<file path="config.mk">
export PLATFORM = sky130hd
export DESIGN_NAME = cs_idle_timeout
export DESIGN_NICKNAME = d
export VERILOG_FILES = /design/src/rtl/cs_tmo_pkg.sv /design/src/rtl/cs_tmo_cfg.sv /design/src/rtl/cs_tmo_counter.sv /design/src/rtl/cs_tmo_ctrl.sv /design/src/rtl/cs_idle_timeout.sv
export SDC_FILE = /design/constraint.sdc
export NUM_CORES = 1
export LEC_CHECK = 0
export ABC_AREA = 1
export ABC_CLOCK_PERIOD_IN_PS = 3700
export BUFFER_PORTS_ARGS = -buffer_cell sky130_fd_sc_hd__buf_2
export CORE_MARGIN = 2
export CORE_UTILIZATION = 55
export CTS_CLUSTER_SIZE = 25
export DETAILED_ROUTE_END_ITERATION = 6
export GPL_ROUTABILITY_DRIVEN = 0
export GPL_TIMING_DRIVEN = 0
export PLACE_DENSITY = 0.89
export SETUP_SLACK_MARGIN = 0.05
export SLEW_MARGIN = 20
export SYNTH_ARGS = -nofsm -noshare
export SYNTH_HDL_FRONTEND = slang
export SYNTH_SLANG_ARGS = --single-unit
</file>
<file path="constraint.sdc">
create_clock -name clk -period 3.7 [get_ports clk]
set_input_delay 0.37 -clock clk [delete_from_list [all_inputs] [get_ports clk]]
set_output_delay 0.37 -clock clk [all_outputs]
set_load 0.02 [all_outputs]
</file>
<file path="src/rtl/cs_tmo_pkg.sv">
package cs_tmo_pkg;

  typedef enum logic [1:0] {
    MODE_IND_WR = 2'b00,
    MODE_IND_RD = 2'b01,
    MODE_POLL   = 2'b10,
    MODE_MMAP   = 2'b11
  } fmode_e;

  typedef struct packed {
    logic rel;
    logic tmo;
  } cs_evt_t;

endpackage

</file>
<file path="src/rtl/cs_tmo_cfg.sv">
module cs_tmo_cfg (
  input  logic clk,
  input  logic rst,
  input  logic busy_i,
  input  logic tmo_en_i,
  output logic en_q
);
  always_ff @(posedge clk) begin
    if (rst)          en_q <= 1'b0;
    else if (!busy_i) en_q <= tmo_en_i;
  end
endmodule

</file>
<file path="src/rtl/cs_tmo_counter.sv">
module cs_tmo_counter #(
  parameter int CNT_W = 16
) (
  input  logic             clk,
  input  logic             rst,
  input  logic             clr,
  input  logic             inc,
  input  logic [CNT_W-1:0] limit,
  output logic [CNT_W-1:0] cnt_q,
  output logic             hit
);
  always_ff @(posedge clk) begin
    if (rst || clr) cnt_q <= '0;
    else if (inc)   cnt_q <= cnt_q + 1'b1;
  end

  assign hit = (cnt_q >= limit);
endmodule

</file>
<file path="src/rtl/cs_tmo_ctrl.sv">
module cs_tmo_ctrl
  import cs_tmo_pkg::*;
(
  input  logic    clk,
  input  logic    rst,
  input  logic    mmap,
  input  logic    abort_i,
  input  logic    access_i,
  input  logic    en,
  input  logic    hit,
  output logic    hold_q,
  output cs_evt_t evt_q,
  output logic    cnt_clr,
  output logic    cnt_inc
);
  logic stop, expire;

  always_comb begin
    stop    = !mmap || abort_i;
    expire  = hold_q && en && !access_i && hit && !stop;
    cnt_clr = stop || access_i || !hold_q || !en || expire;
    cnt_inc = hold_q && en;
  end

  always_ff @(posedge clk) begin
    if (rst) begin
      hold_q <= 1'b0;
      evt_q  <= '0;
    end else begin
      evt_q <= '0;
      if (stop) begin
        hold_q    <= 1'b0;
        evt_q.rel <= hold_q;
      end else if (access_i) begin
        hold_q <= 1'b1;
      end else if (expire) begin
        hold_q    <= 1'b0;
        evt_q.rel <= 1'b1;
        evt_q.tmo <= 1'b1;
      end
    end
  end
endmodule

</file>
<file path="src/rtl/cs_idle_timeout.sv">
module cs_idle_timeout
  import cs_tmo_pkg::*;
#(
  parameter int CNT_W = 16
) (
  input  logic             clk,
  input  logic             rst,
  input  logic [1:0]       mode_i,
  input  logic             tmo_en_i,
  input  logic             busy_i,
  input  logic [CNT_W-1:0] tmo_val_i,
  input  logic             access_i,
  input  logic             abort_i,
  output logic             cs_hold_o,
  output logic             release_o,
  output logic             timeout_o
);
  logic             en_q, hit, cnt_clr, cnt_inc, hold_q, mmap;
  logic [CNT_W-1:0] cnt_q;
  cs_evt_t          evt_q;

  assign mmap = (fmode_e'(mode_i) == MODE_MMAP);

  cs_tmo_cfg u_cfg (
    .clk(clk), .rst(rst), .busy_i(busy_i), .tmo_en_i(tmo_en_i), .en_q(en_q)
  );

  cs_tmo_counter #(.CNT_W(CNT_W)) u_cnt (
    .clk(clk), .rst(rst), .clr(cnt_clr), .inc(cnt_inc),
    .limit(tmo_val_i), .cnt_q(cnt_q), .hit(hit)
  );

  cs_tmo_ctrl u_ctrl (
    .clk(clk), .rst(rst), .mmap(mmap), .abort_i(abort_i), .access_i(access_i),
    .en(en_q), .hit(hit), .hold_q(hold_q), .evt_q(evt_q),
    .cnt_clr(cnt_clr), .cnt_inc(cnt_inc)
  );

  assign cs_hold_o = hold_q;
  assign release_o = evt_q.rel;
  assign timeout_o = evt_q.tmo;
endmodule

</file>
==> results by group, run 1 <==
STA
  – Crit share post-route: 0.482
  – Slew margin rel.: 0.814
  – RSZ-0062 raised after global routing: false
  – Worst-Margin Slew: 278 ps
  – Final min period: 1780 ps
  – Setup TNS Final: 0 ps
  – Endpoints failing hold: 0
  – Min Hold Slack: 222 ps
  – Max Fclk: 0.561 GHz
  – Clk_skew: 5.91 ps
  – Final setup vio count: 0
  – Slew Limit Fails: 0

Logic synthesis
  – Synth top area cells: dfxtp_1, ha_1, nand2_1
  – Synth Net Count: 238
  – Ys Warns: 0
  – Main flop type after synthesis: dfxtp_1
  – Post-synth cell types: 23
  – Synthesized area: 1430 um2
  – Top cell type by total area after synthesis: dfxtp_1
  – Syn Inst Count: 197
  – Sequential area share after synthesis: 0.280
  – Mapped Avg Cell Area: 7.26 um2
  – EDFF count, synth: 0
  – Flops & latches, synth: 20
  – Asr flop ratio synth: 0
  – Top cell type's share of synthesized area: 0.280

Clocking
  – CTS max path bufs: 2
  – CTS clock-pin slew for the worst setup and hold paths: 110 ps
  – Postcts setup bufs: 0
  – Worst skew pair latency: 300 ps
  – Hold-fix buffers, CTS: 0
  – Post-CTS sizing: 0
  – CTS root buffer: clkbuf_4
  – CTS Sinks: 20
  – TritonCTS clock tree: done
  – H-tree level count: 1
  – Num CTS Buffers: 3

Floorplan
  – Top-level I/O count: 27
  – Initial Util: 0.577
  – DIE HEIGHT: 55.0 um
  – Row count: 18
  – Core Area: 2480 um2
  – Die Footprint: 3020 um2
  – Die W: 55.0 um

Hold path
  – Hold Crit Class: input pin to flop
  – Hold Crit Endpoint: u_ctrl.evt_q[1]
  – Hold path startpoint: rst
  – Hold Path Depth: 2

Route
  – Drt via density: 4.89
  – DR vias: 1,251
  – Pre-antenna DRT Iters: 4
  – Wire length per cell: 9.54 um
  – Routed WL: 2.44 mm
  – DR iter-0 viols: 21
  – Final antenna-violating net count: 0
  – DRC viols: 0

Global route
  – Vias in the first global route: 1,032
  – Gr ovfl total: 0
  – First-pass GRT wire length: 3.97 mm
  – Pin count of the biggest net entering global routing: 11
  – Initial antenna violation count: 0
  – Total global-route track usage: 0.183

Place
  – DP Wirelength: 2.01 mm
  – Cell total after placement: 253
  – Placed Area: 1600 um2
  – Port Buf Inserts: 26

Cells and area
  – Area growth syn-to-layout: 13.3%
  – Diodes inserted: 0
  – Final layout net count: 269
  – Finished Cell Area: 1620 um2
  – Share of layout cells above drive strength 1: 0.235
  – Non-Filler Instances: 256

Critical path
  – Req. time, crit path: 3950 ps
  – RR Startpoint: u_cnt.cnt_q[5]
  – Crit Path Category: flop to flop
  – Reg-to-Reg End: u_cnt.cnt_q[0]
  – Critical Path Sink Type: flop
  – CP max FO: 10
  – R2r worst-path depth: 13
  – CP arrival: 2030 ps
  – Crit path launch: u_cnt.cnt_q[5]
  – Worst Setup Start Kind: flop
  – Flop2flop setup slack: 1920 ps

Power and ir drop
  – Peak supply drop: 251 uV
  – PD cells: 218 nW/um2
  – Tot Pwr: 0.353 mW
  – Static Leakage: 0.832 nW

Status
  – Status: finished clean

Job
  – Max Cap Viol: 0
-- cell usage after synthesis, types with 3 or more instances --
cell	n
nor2_4	4
xor2_1	7
a21oi_1	11
nor2_1	15
dfxtp_1	20
nand4_1	5
ha_1	17
xnor2_1	4
nand2_1	43
nor2_2	10
nand3_1	4
o21ai_0	3
inv_1	39
-- registers in the layout, indices dropped and copies added (netlist names) --
signal / count
u_cfg.en_q: 1
u_cnt.cnt_q: 16
u_ctrl.evt_q: 2
u_ctrl.hold_q: 1
-- placed cells by master (no fill, tap or decap), types with 3 or more instances in the layout --
master / count
nand2_1: 43
inv_1: 39
buf_2: 26
dfxtp_1: 20
ha_1: 17
nor2_1: 15
a21oi_1: 11
nor2_2: 10
xor2_1: 7
nand4_1: 5
nor2_4: 4
xnor2_1: 4
nand3_1: 4
o21ai_0: 3
clkbuf_4: 3
-- metrics by stage --
stage / util / setup slack, ps
final: 0.654 / 1920
after global routing: 0.654 / 1700
after CTS: 0.654 / 1910
after detailed placement: 0.645 / 1800
after global placement: 0.645 / 1850
after floorplan: - / 2100
-- worst max path at each step --
stage	to	cells past startpoint
2_1_floorplan	u_cnt.cnt_q[1]	10
3_3_place_gp	u_cnt.cnt_q[1]	11
3_5_place_dp	u_cnt.cnt_q[4]	11
4_1_cts	u_cnt.cnt_q[4]	13
5_1_grt	u_cnt.cnt_q[6]	13
6_report	u_cnt.cnt_q[0]	13
-- metal layers --
metal  vias up  wire length [um]  GRT usage
met5         -                 0          0
met1       562              1070      0.198
met3         2                85     0.0403
li1        667                 -          -
met2        20              1270      0.351
met4         0                14     0.0488
-- report_power, final --
group | leakage [nW] | switching (mW) | internal, mW
registers | 0.161 | 0.00165 | 0.216
logic | 0.657 | 0.0153 | 0.0160
clock network | 0.0138 | 0.0658 | 0.0380
total | 0.832 | 0.0827 | 0.270
-- logic make-up (layout without fill, tap and decap cells) --
kind of cell               after synthesis  count (layout)  synth area share
AOI/OAI and AO/OA                       16              16            0.0577
DFF                                     20              20             0.280
xor gates and xnor gates                11              11            0.0674
muxes                                    1               1           0.00700
adders and majority gates               17              17             0.149
buffers and inverters                   42              71             0.115
and+or+nand+nor                         90              90             0.324
-- critical path: stages (launching register included) --
cell and delay (ps):
dfxtp_1 440, ha_1 280, nand2_1 70, nand2_1 50, nand2_1 50, nand2_1 40
nor2_1 90, nand2_1 70, nand2_1 80, nand2_1 120, nor2_4 130, inv_2 70
buf_6 160, nor2_2 80
-- cell type report --
class	instances	area (um2)
Buffer	1	11.3
Clock buffer	3	22.5
Fill cell	238	857
Inverter	41	154
Multi-Input combinational cell	135	865
Sequential cell	20	400
Tap cell	30	37.5
Timing Repair Buffer	26	130
(Power assumes the default switching activity.)
==> inputs of run 2 (changes only) <==
ABC_CLOCK_PERIOD_IN_PS = 1700   (was 3700)
clock period = 1.7 ns   (was 3.7 ns; I/O delays follow)
==> results by group, run 2 (synthesized netlist as in run 1, its figures left out) <==
Status
  – Status: complete, but fails checks
  – Failing checks: negative setup slack

Route
  – DRC viols: 0 (unchanged)
  – DR vias: 1,508 (+21%)
  – Drt via density: 5.52 (+13%)
  – DR iter-0 viols: 38 (+81%)
  – Routed WL: 4.36 mm (+79%)
  – Wire length per cell: 16.0 um (+68%)
  – Pre-antenna DRT Iters: 4 (unchanged)
  – Final antenna-violating net count: 0 (unchanged)

Cells and area
  – Area growth syn-to-layout: 46.8%
  – Biggest registers after layout: u_cnt.cnt_q x16, u_ctrl.evt_q x2
  – Commonest non-fill, non-tap cells in the layout: inv_1, nand2_1, buf_2, ha_4, buf_4
  – Final layout net count: 286 (+6.3%)
  – Leading cell type in the layout, fill and taps excluded: inv_1
  – Max reg flops: 16 (unchanged)
  – Diodes inserted: 0 (unchanged)
  – Share of layout cells above drive strength 1: 0.502 (+0.268)
  – Largest register by flop count: u_cnt.cnt_q

Place
  – Post-Place Worst Slack: -66.0 ps (-1870 ps)
  – Port Buf Inserts: 26 (unchanged)
  – DP Wirelength: 2.01 mm (unchanged)

Clocking
  – Hold-fix buffers, CTS: 0 (unchanged)
  – TritonCTS clock tree: done
  – CTS Sinks: 20 (unchanged)
  – CTS root buffer: clkbuf_4
  – CTS clock-pin slew for the worst setup and hold paths: 120 ps (about the same)
  – Worst skew pair latency: 320 ps (+20 ps)
  – H-tree level count: 1 (unchanged)
  – CTS max path bufs: 2 (unchanged)
  – Num CTS Buffers: 3 (unchanged)

STA
  – Fin worst setup slack: -42.6 ps (-1960 ps)
  – Min Hold Slack: 20.7 ps (-201 ps)
  – Final setup vio count: 14 (+14)
  – Worst-Margin Slew: 292 ps (+14.2 ps)
  – Slew margin rel.: 0.805 (-0.00945)
  – RSZ-0062 raised after global routing: true
  – Final min period: 1740 ps (-40.0 ps)
  – Endpoints failing hold: 0 (unchanged)
  – Max Fclk: 0.574 GHz (+2.3%)
  – Slew Limit Fails: 0 (unchanged)
  – Crit share post-route: 1.03 (+0.543)
  – Clk_skew: 15.4 ps (+9.54 ps)

Global route
  – Pin count of the biggest net entering global routing: 11 (unchanged)
  – Gr ovfl total: 0 (unchanged)
  – Initial antenna violation count: 0 (unchanged)
  – Vias in the first global route: 1,221 (+18%)
  – Total global-route track usage: 0.229 (+0.0468)
  – First-pass GRT wire length: 4.94 mm (+25%)

Hold path
  – Hold Path Depth: 2 (unchanged)
  – Hold Crit Endpoint: u_ctrl.evt_q[1]
  – Hold Crit Class: input pin to flop
  – Hold path startpoint: rst

Floorplan
  – Top-level I/O count: 27 (unchanged)
  – DIE HEIGHT: 55.0 um (unchanged)
  – Core Area: 2480 um2 (unchanged)
  – Initial Util: 0.577 (unchanged)
  – Row count: 18 (unchanged)
  – Die W: 55.0 um (unchanged)
  – Die Footprint: 3020 um2 (unchanged)

Power and ir drop
  – Pint: 0.593 mW (+120%)
  – Logic pwr share: 0.129 (+0.040)
  – Switching power: 0.215 mW (+160%)
  – Peak supply drop: 646 uV (+160%)
  – Power share of the sequential group: 0.575 (-0.042)
  – Static Leakage: 0.957 nW (+15%)
  – Clock Power Share: 0.296 (+0.002)
  – Switching share of power: 0.266 (+0.0316)
  – PD cells: 385 nW/um2 (+77%)

Critical path
  – Crit Path Category: flop to flop
  – Worst Setup Start Kind: flop
  – Req. time, crit path: 1900 ps (-2050 ps)
  – CP max FO: 5 (-5)
  – Flop2flop setup slack: -40 ps (-1960 ps)
  – Critical Path Sink Type: flop
  – RR Startpoint: u_cnt.cnt_q[5]
  – CP arrival: 1940 ps (-90 ps)
  – Reg-to-Reg End: u_cnt.cnt_q[2]
  – R2r worst-path depth: 13 (unchanged)

Job
  – Max Cap Viol: 0 (unchanged)
==> run 2: changes by cell type in the layout (fill, tap and decap cells not counted), moves of 8 or more <==
cell     delta
ha_4       +14
dfxtp_2     +8
ha_1       -14
buf_4      +14
dfxtp_1    -14
nand2_1     -8
==> run 2: layout make-up <==
type                       count  area [um2]
fill                         129         378
sequential                    20         433
timing repair buffer          43         285
buffer                         1        15.0
clock buffer                   3        22.5
tap                           30        37.5
multi-input combinational    135        1150
inverter                      41         156
==> run 2: stage by stage <==
| step | util | TNS [ps] | cells | instance area, um2 | power (mW) |
|---|---|---|---|---|---|
| 6_report | 0.847 | -240 | 273 | 2100 | 0.808 |
| 5_1_grt | 0.847 | -918 | 273 | 2100 | 0.839 |
| 4_1_cts | 0.746 | 0 | 267 | 1850 | 0.784 |
| 3_5_place_dp | 0.645 | -611 | 253 | 1600 | 0.555 |
| 3_3_place_gp | 0.645 | -331 | 253 | 1600 | 0.551 |
| 2_1_floorplan | - | 0 | 197 | 1430 | 0.520 |
==> run 2: worst max-delay path, stage by stage (launching register included) <==
cell and delay, ps:
dfxtp_4 370, ha_4 270, nand2_1 70, inv_1 70, nand2_2 60, inv_1 100
nand2_1 90, nand2_2 120, nand2_4 70, nand2_4 80, nor2_4 40, inv_4 90
buf_8 130, nor2_2 40
==> run 2: timing repair <==
item / in CTS / in global routing
gates cloned: 1 / 0
gates resized for setup: 32 / 41
pin swaps: 11 / 12
setup buffers: 10 / 6
endpoints found under the setup margin: 10 / 18
==> run 2: power groups by stage <==
| stage | sequential [mW] | combinational [mW] | clock, mW |
|---|---|---|---|
| floorplan | 0.485 | 0.0351 | 0 |
| global placement | 0.485 | 0.0661 | 0 |
| detailed placement | 0.485 | 0.0697 | 0 |
| CTS | 0.471 | 0.0801 | 0.233 |
| global route | 0.465 | 0.115 | 0.259 |
| finish | 0.465 | 0.104 | 0.239 |
==> run 2: worst max-delay path by stage <==
stage                   startpoint              end  slack, ps  depth (start not counted)
floorplan           u_cnt.cnt_q[5]   u_cnt.cnt_q[1]        150                         13
global placement    u_cnt.cnt_q[5]   u_cnt.cnt_q[1]        -40                         13
detailed placement  u_cnt.cnt_q[7]   u_cnt.cnt_q[4]        -70                         13
CTS                 u_cnt.cnt_q[4]  u_cnt.cnt_q[11]         50                         13
global route        u_cnt.cnt_q[5]   u_cnt.cnt_q[2]        -80                         13
finish              u_cnt.cnt_q[5]   u_cnt.cnt_q[2]        -40                         13
==> run 2: per-layer routing <==
layer | GRT usage | up-vias | wire length (um)
met5 | 0 | - | 0
li1 | - | 704 | -
met4 | 0.0650 | 0 | 147
met2 | 0.423 | 74 | 2300
met1 | 0.264 | 706 | 1630
met3 | 0.0484 | 24 | 279
==> inputs of run 3 (changes only) <==
SKIP_CTS_REPAIR_TIMING = 1   (was default)
==> results by group, run 3 (synthesized netlist as in run 1, its figures left out) <==
Critical path
  – Req. time, crit path: 1950 ps (+50 ps)
  – Worst Setup Start Kind: flop
  – Critical Path Sink Type: flop
  – CP arrival: 2000 ps (+60 ps)
  – CP max FO: 6 (+1)
  – Crit Path Category: flop to flop
  – R2r worst-path depth: 13 (unchanged)

Clocking
  – H-tree level count: 1 (unchanged)
  – CTS max path bufs: 2 (unchanged)
  – Worst skew pair latency: 320 ps (about the same)
  – CTS root buffer: clkbuf_4
  – CTS clock-pin slew for the worst setup and hold paths: 120 ps (about the same)
  – TritonCTS clock tree: done
  – Num CTS Buffers: 3 (unchanged)
  – CTS Sinks: 20 (unchanged)

Cells and area
  – Area growth syn-to-layout: 38.0%
  – Non-Filler Instances: 269 (-1.5%)
  – Max reg flops: 16 (unchanged)
  – Share of layout cells above drive strength 1: 0.427 (-0.0753)
  – Largest register by flop count: u_cnt.cnt_q
  – Biggest registers after layout: u_cnt.cnt_q x16, u_ctrl.evt_q x2
  – Commonest non-fill, non-tap cells in the layout: inv_1, nand2_1, buf_2, nor2_1, buf_4
  – Diodes inserted: 0 (unchanged)
  – Final layout net count: 282 (-1.4%)

STA
  – RSZ-0062 raised after global routing: true
  – Final setup vio count: 10 (-4)
  – Clk_skew: 14.5 ps (-0.974 ps)
  – Worst-Margin Slew: 344 ps (+51.4 ps)
  – Fin worst setup slack: -48.8 ps (-6.18 ps)
  – Max Fclk: 0.572 GHz (-0.35%)
  – Slew margin rel.: 0.769 (-0.0356)
  – Min Hold Slack: 15.5 ps (-5.20 ps)
  – Endpoints failing hold: 0 (unchanged)
  – Final min period: 1750 ps (+6.18 ps)
  – Slew Limit Fails: 0 (unchanged)
  – Setup TNS Final: -255 ps (-15.2 ps)
  – Crit share post-route: 1.03 (+0.00364)

Job
  – Max Cap Viol: 0 (unchanged)

Global route
  – Initial antenna violation count: 0 (unchanged)
  – Pin count of the biggest net entering global routing: 11 (unchanged)
  – Vias in the first global route: 1,032 (-15%)
  – Total global-route track usage: 0.183 (-0.0468)
  – First-pass GRT wire length: 3.97 mm (-20%)
  – Gr ovfl total: 0 (unchanged)

Hold path
  – Hold Crit Class: input pin to flop
  – Hold Path Depth: 2 (unchanged)

Place
  – Port Buf Inserts: 26 (unchanged)
  – DP Wirelength: 2.01 mm (unchanged)
  – Cell total after placement: 253 (unchanged)

Route
  – Routed WL: 3.95 mm (-9.5%)
  – DR vias: 1,427 (-5.4%)
  – DR iter-0 viols: 50 (+32%)
  – Final antenna-violating net count: 0 (unchanged)
  – DRC viols: 0 (unchanged)
  – Wire length per cell: 14.7 um (-8.1%)
  – Pre-antenna DRT Iters: 4 (unchanged)
  – Drt via density: 5.30 (-4.0%)

Power and ir drop
  – Static Leakage: 0.922 nW (-3.7%)
  – PD cells: 405 nW/um2 (+5.4%)
  – Tot Pwr: 0.800 mW (-0.96%)
  – Peak supply drop: 643 uV (-0.46%)

Status
  – Status: complete, but fails checks
  – Failing checks: negative setup slack

Floorplan
  – Row count: 18 (unchanged)
  – Top-level I/O count: 27 (unchanged)
  – Die Footprint: 3020 um2 (unchanged)
  – Core Area: 2480 um2 (unchanged)
  – DIE HEIGHT: 55.0 um (unchanged)
  – Initial Util: 0.577 (unchanged)
  – Die W: 55.0 um (unchanged)
run 3: changes by cell type in the layout (fill, tap and decap cells not counted), sizes merged:
cell    delta
buf        -5
clkbuf     +1
run 3: per-stage QoR:
step / cell area, um2 / utilization / setup WS (ps)
finish: 1970 / 0.796 / -48.8
global route: 1970 / 0.796 / -143
CTS: 1620 / 0.654 / -90.1
detailed placement: 1600 / 0.645 / -66.0
global placement: 1600 / 0.645 / -35.1
floorplan: 1430 / - / 154
run 3: worst paths after layout:
kind                  startpoint               to  slack (ps)
setup / recovery  u_cnt.cnt_q[7]   u_cnt.cnt_q[2]         -50
hold / removal               rst  u_ctrl.evt_q[1]          20
setup reg to reg  u_cnt.cnt_q[7]   u_cnt.cnt_q[2]         -50
hold reg to reg       u_cfg.en_q       u_cfg.en_q         560
run 3: final cells by class:
type | count | area, um2
Multi-Input combinational cell | 135 | 1060
Fill cell | 169 | 504
Sequential cell | 20 | 427
Timing Repair Buffer | 39 | 245
Inverter | 41 | 156
Tap cell | 30 | 37.5
Clock buffer | 3 | 22.5
Buffer | 1 | 20.0
run 3: critical path, cell delays in order (launching register included):
cell and delay (ps):
dfxtp_4 380, ha_4 210, nand2_2 80, inv_2 50, nand2_2 80, nor2_2 40
nor2_1 120, nand2_2 90, nand2_2 80, nand2_2 80, nor2_4 160, inv_4 80
clkbuf_16 170, nor2_2 70
run 3: per-layer routing:
metal / routed length [um] / up-vias / GRT usage / share of wire
li1: - / 698 / - / -
met1: 1470 / 648 / 0.198 / 0.37
met2: 2090 / 54 / 0.351 / 0.53
met3: 181 / 27 / 0.0403 / 0.046
met4: 210 / 0 / 0.0488 / 0.053
met5: 0 / - / 0 / 0
run 3: report_power, final:
part	switching, mW	internal (mW)	leakage [nW]
Combinational	0.0486	0.0448	0.739
Sequential	0.00409	0.462	0.169
Clock	0.157	0.0832	0.0138
